===== config.mk =====
export PLATFORM = sky130hd
export DESIGN_NAME = latency_interlock
export DESIGN_NICKNAME = d
export VERILOG_FILES = /design/src/rtl/latency_interlock.sv
export SDC_FILE = /design/constraint.sdc
export NUM_CORES = 1
export LEC_CHECK = 0
export BUFFER_PORTS_ARGS = -buffer_cell sky130_fd_sc_hd__buf_4
export CAP_MARGIN = 20
export CORE_ASPECT_RATIO = 0.9
export CORE_MARGIN = 5
export CORE_UTILIZATION = 49
export CTS_BUF_LIST = sky130_fd_sc_hd__clkbuf_8 sky130_fd_sc_hd__clkbuf_16
export DETAILED_ROUTE_END_ITERATION = 10
export HOLD_SLACK_MARGIN = 0.1
export MAX_ROUTING_LAYER = met4
export PLACE_DENSITY = 0.72
export SYNTH_ARGS = -nofsm -noshare
export SYNTH_HDL_FRONTEND = slang
export SYNTH_SLANG_ARGS = --single-unit

===== constraint.sdc =====
create_clock -name clk -period 2.4 [get_ports clk]
set_input_delay 0.6 -clock clk [delete_from_list [all_inputs] [get_ports clk]]
set_output_delay 0.6 -clock clk [all_outputs]
set_load 0.05 [all_outputs]

===== src/rtl/latency_interlock.sv =====
`timescale 1ns/1ps
module latency_interlock #(
  parameter int REG_W = 5,
  parameter int HIST  = 3
) (
  input  logic             clk,
  input  logic             rst_n,
  input  logic             dec_valid,
  input  logic [2:0]       dec_class,
  input  logic [REG_W-1:0] dec_rd,
  input  logic [REG_W-1:0] dec_rs1,
  input  logic [REG_W-1:0] dec_rs2,
  output logic             dec_ready,
  output logic             issue,
  output logic             stall,
  output logic             delay_slot
);
  localparam logic [2:0] C_INT = 3'd1, C_FOP = 3'd2, C_FLD = 3'd3, C_FST = 3'd4, C_BR = 3'd5;
  localparam logic [2:0] U_NONE = 3'd0, U_INT = 3'd1, U_BR = 3'd2, U_FOP = 3'd3, U_STD = 3'd4;
  localparam logic [1:0] K_INT = 2'd0, K_FOP = 2'd1, K_FLD = 2'd2;

  function automatic logic use_fp(input logic [2:0] u);
    return (u == U_FOP) || (u == U_STD);
  endfunction

  function automatic int need(input logic [1:0] kind, input logic [2:0] u);
    int n;
    n = 0;
    case (kind)
      K_FOP:   n = (u == U_FOP) ? 3 : (u == U_STD) ? 2 : 0;
      K_FLD:   n = (u == U_FOP) ? 1 : 0;
      default: n = (u == U_BR)  ? 1 : 0;
    endcase
    return n;
  endfunction

  logic [HIST-1:0] h_vld, h_fp, hit;
  logic [1:0]       h_kind [HIST];
  logic [REG_W-1:0] h_rd   [HIST];
  logic [2:0] u1, u2;
  logic prod_en, prod_fp, after_br;
  logic [1:0] prod_kind;

  always_comb begin
    u1 = U_NONE;
    u2 = U_NONE;
    case (dec_class)
      C_INT: begin u1 = U_INT; u2 = U_INT; end
      C_FOP: begin u1 = U_FOP; u2 = U_FOP; end
      C_FLD: u1 = U_INT;
      C_FST: begin u1 = U_INT; u2 = U_STD; end
      C_BR:  begin u1 = U_BR;  u2 = U_BR;  end
      default: ;
    endcase
  end

  for (genvar k = 0; k < HIST; k++) begin : g_hit
    logic m1, m2;
    assign m1 = (u1 != U_NONE) && (h_fp[k] == use_fp(u1)) && (h_rd[k] == dec_rs1)
                && (k < need(h_kind[k], u1));
    assign m2 = (u2 != U_NONE) && (h_fp[k] == use_fp(u2)) && (h_rd[k] == dec_rs2)
                && (k < need(h_kind[k], u2));
    assign hit[k] = h_vld[k] && (m1 || m2);
  end

  assign dec_ready  = ~|hit;
  assign issue      = dec_valid & dec_ready;
  assign stall      = dec_valid & ~dec_ready;
  assign delay_slot = dec_valid & after_br;

  always_comb begin
    prod_en   = 1'b0;
    prod_fp   = 1'b0;
    prod_kind = K_INT;
    case (dec_class)
      C_INT: prod_en = (dec_rd != '0);
      C_FOP: begin prod_en = 1'b1; prod_fp = 1'b1; prod_kind = K_FOP; end
      C_FLD: begin prod_en = 1'b1; prod_fp = 1'b1; prod_kind = K_FLD; end
      default: ;
    endcase
  end

  always_ff @(posedge clk or negedge rst_n) begin
    if (!rst_n) begin
      h_vld    <= '0;
      h_fp     <= '0;
      after_br <= 1'b0;
      for (int k = 0; k < HIST; k++) begin
        h_kind[k] <= K_INT;
        h_rd[k]   <= '0;
      end
    end else begin
      h_vld[0]  <= issue & prod_en;
      h_fp[0]   <= prod_fp;
      h_kind[0] <= prod_kind;
      h_rd[0]   <= dec_rd;
      for (int k = 1; k < HIST; k++) begin
        h_vld[k]  <= h_vld[k-1];
        h_fp[k]   <= h_fp[k-1];
        h_kind[k] <= h_kind[k-1];
        h_rd[k]   <= h_rd[k-1];
      end
      if (issue) after_br <= (dec_class == C_BR);
    end
  end
endmodule


==> impl_metrics.json <==
{
  "clkSlewWorstSetupHoldPaths_ns": 0.09,
  "period_minus_slack_ns": 2.77,
  "grt_pass1_wl_mm": 5.32,
  "vdd_ir_drop_max_mv": 0.402,
  "grt_pass1_vias": 1127,
  "vias_per_cell": 5.09,
  "drive_gt1_frac": 0.406,
  "cp-start-kind": "input port",
  "synth_edf_count": 0,
  "fp.dieH_um": 60.2,
  "n_antenna_cell": 0,
  "die_area_mm2": 0.00396,
  "grt-ovfl-total": 0,
  "leakage_nw": 0.844,
  "insertion_delay_ns": 0.28,
  "cts_root_buffer": "clkbuf_8",
  "setup_ws_ns": -0.369,
  "dp_hpwl_mm": 2.33,
  "powerDensity_mw_per_mm2": 555,
  "violations": "setup timing",
  "grt_antenna_before_repair": 0,
  "crit_type": "input port to primary output",
  "cts-htree-levels": 1,
  "synth_nets": 144,
  "cts_buffer_depth": 2,
  "cts-buffers-inserted": 3,
  "clock_sinks": 28,
  "worstMarginPinSlew_ns": 0.375,
  "synth_area_mm2": 0.00137,
  "finalMaxSlewViolations": 0,
  "rsz0062_at_grt": "yes",
  "worstPathRequired_ns": 1.80,
  "finalPower_mw": 1.06,
  "syn_inst": 119,
  "wl_mm": 3.14,
  "synth_cell_types": 33,
  "hold_viol": 0,
  "dp_slack_ns": -0.352,
  "slew_headroom": 0.747,
  "path_max_fanout": 8,
  "final_common_cell": "buf_4",
  "postCtsHoldBufs": 0,
  "grt_max_degree": 29,
  "vias": 1044,
  "worstPathArrival_ns": 2.17,
  "port_buffers": 24,
  "drt_iter0_markers": 55,
  "grt_usage": 0.187,
  "status": "finished, violations left",
  "start_util": 0.504,
  "drtAntennaViolNets": 0,
  "worst_setup_path_end_kind": "primary output",
  "fin_crit_sh": 1.15,
  "cts_tree": "done",
  "die-width_um": 65.8,
  "hold_class": "input port to async pin",
  "synth_warnings": 0,
  "layout_common_cells": "buf_4, dfrtp_1, xnor2_1",
  "core_mm2": 0.00273,
  "wl_per_cell_um": 15.3,
  "finalClockSkew_ns": 0.00152,
  "setup_viol": 3,
  "synthArstFlopShare": 1.00,
  "place.gp.congestion": 0.852,
  "synth_seq_area_share": 0.510,
  "num_rows": 18,
  "num_io_pins": 25,
  "max_freq_mhz": 361,
  "avgSynthCellArea_um2": 11.5,
  "drc": 0,
  "area_delta_synth_final_pct": 38.9,
  "first_pass_iters": 4,
  "nets": 191,
  "post-cts-setup-buffers": 0,
  "synth_seq_cells": 28,
  "cap_violations": 0,
  "synth_flop_cell": "dfrtp_1"
}
[registers in the layout, indices dropped and copies added, names as in the netlist]
signal and flops:
h_rd 15, h_fp 3, h_kind 6, after_br 1
h_vld 3
[final timing paths]
check	start	to	slack, ns	cells past startpoint
worst max-delay path	dec_class[0]	stall	-0.37	8
worst min register to register	h_vld[1]	h_vld[2]	0.38	0
min in group clk	h_vld[1]	h_vld[2]	0.38	0
worst max register to register	h_kind[5]	after_br	0.39	8
worst min-delay path	rst_n	h_rd[0]	0.22	1
max in group asynchronous	rst_n	h_rd[14]	1.92	1
[timing repair]
action | in CTS | in global routing
endpoints found under the setup margin | 3 | 3
cloned | 0 | 0
pin swaps | 5 | 4
gates resized for setup | 11 | 3
[final cells by class]
class                           count  area [um^2]
Clock buffer                        3         41.3
Clock inverter                      1         30.0
Fill cell                         204          817
Inverter                            7         30.0
Multi-Input combinational cell     83          714
Sequential cell                    28          701
Tap cell                           40         50.0
Timing Repair Buffer               43          342
[routing by layer]
metal | vias to the layer above | part of all wire | track usage
met5 | - | 0 | -
met4 | 0 | 0.015 | 0.0562
met3 | 6 | 0.043 | 0.0376
met2 | 25 | 0.50 | 0.311
met1 | 517 | 0.44 | 0.231
li1 | 496 | - | -
[logic make-up (layout without fill, tap and decap cells)]
logic type	count (synthesis)	count (layout)	share of synthesized area
multiplexers	1	1	0.00820
flip-flops	28	28	0.510
AO/OA/AOI/OAI	13	13	0.0710
buffers and inverters	8	54	0.0273
adder cells (fa/ha/maj)	4	4	0.0364
AND/OR/NAND/NOR	35	35	0.156
XOR/XNOR	30	30	0.191
[worst max-delay path, cell delays in order]
cell and delay, ns:
buf_4 0.14, inv_1 0.12, and2_0 0.33, a21oi_1 0.13, o32ai_2 0.34, or3_4 0.22
and2_4 0.15, buf_8 0.14
[power by group]
group | switching (mW) | total (mW) | internal, mW
combinational | 0.0822 | 0.172 | 0.0902
clock | 0.148 | 0.372 | 0.223
sequential | 0.0207 | 0.515 | 0.494
total | 0.251 | 1.06 | 0.808
[Yosys cell counts (all sizes together), types with 2 or more instances]
cell	number	area, um^2
nand4	3	18.8
o21ai	3	18.8
nor3	2	10.0
nor2b	2	20.0
nand3	4	20.0
a21oi	5	25.0
nor4	4	31.3
nand2b	2	12.5
ha	4	50.1
and2	5	31.3
dfrtp	28	701
nor2	3	11.3
inv	7	26.3
xor2	14	123
xnor2	16	140
nand2	4	15.0
[through the flow]
stage	instances	util	cell area, um^2	setup TNS, ns	hold WS, ns
4_1_cts	205	0.695	1890	-0.871	0.238
5_1_grt	205	0.700	1910	-1.21	0.242
2_1_floorplan	119	-	1430	-0.116	0.304
3_3_place_gp	201	0.658	1790	-0.744	0.358
3_5_place_dp	201	0.658	1790	-0.866	0.364
6_report	205	0.700	1910	-0.979	0.223
Power figures use the tool's default switching activity.
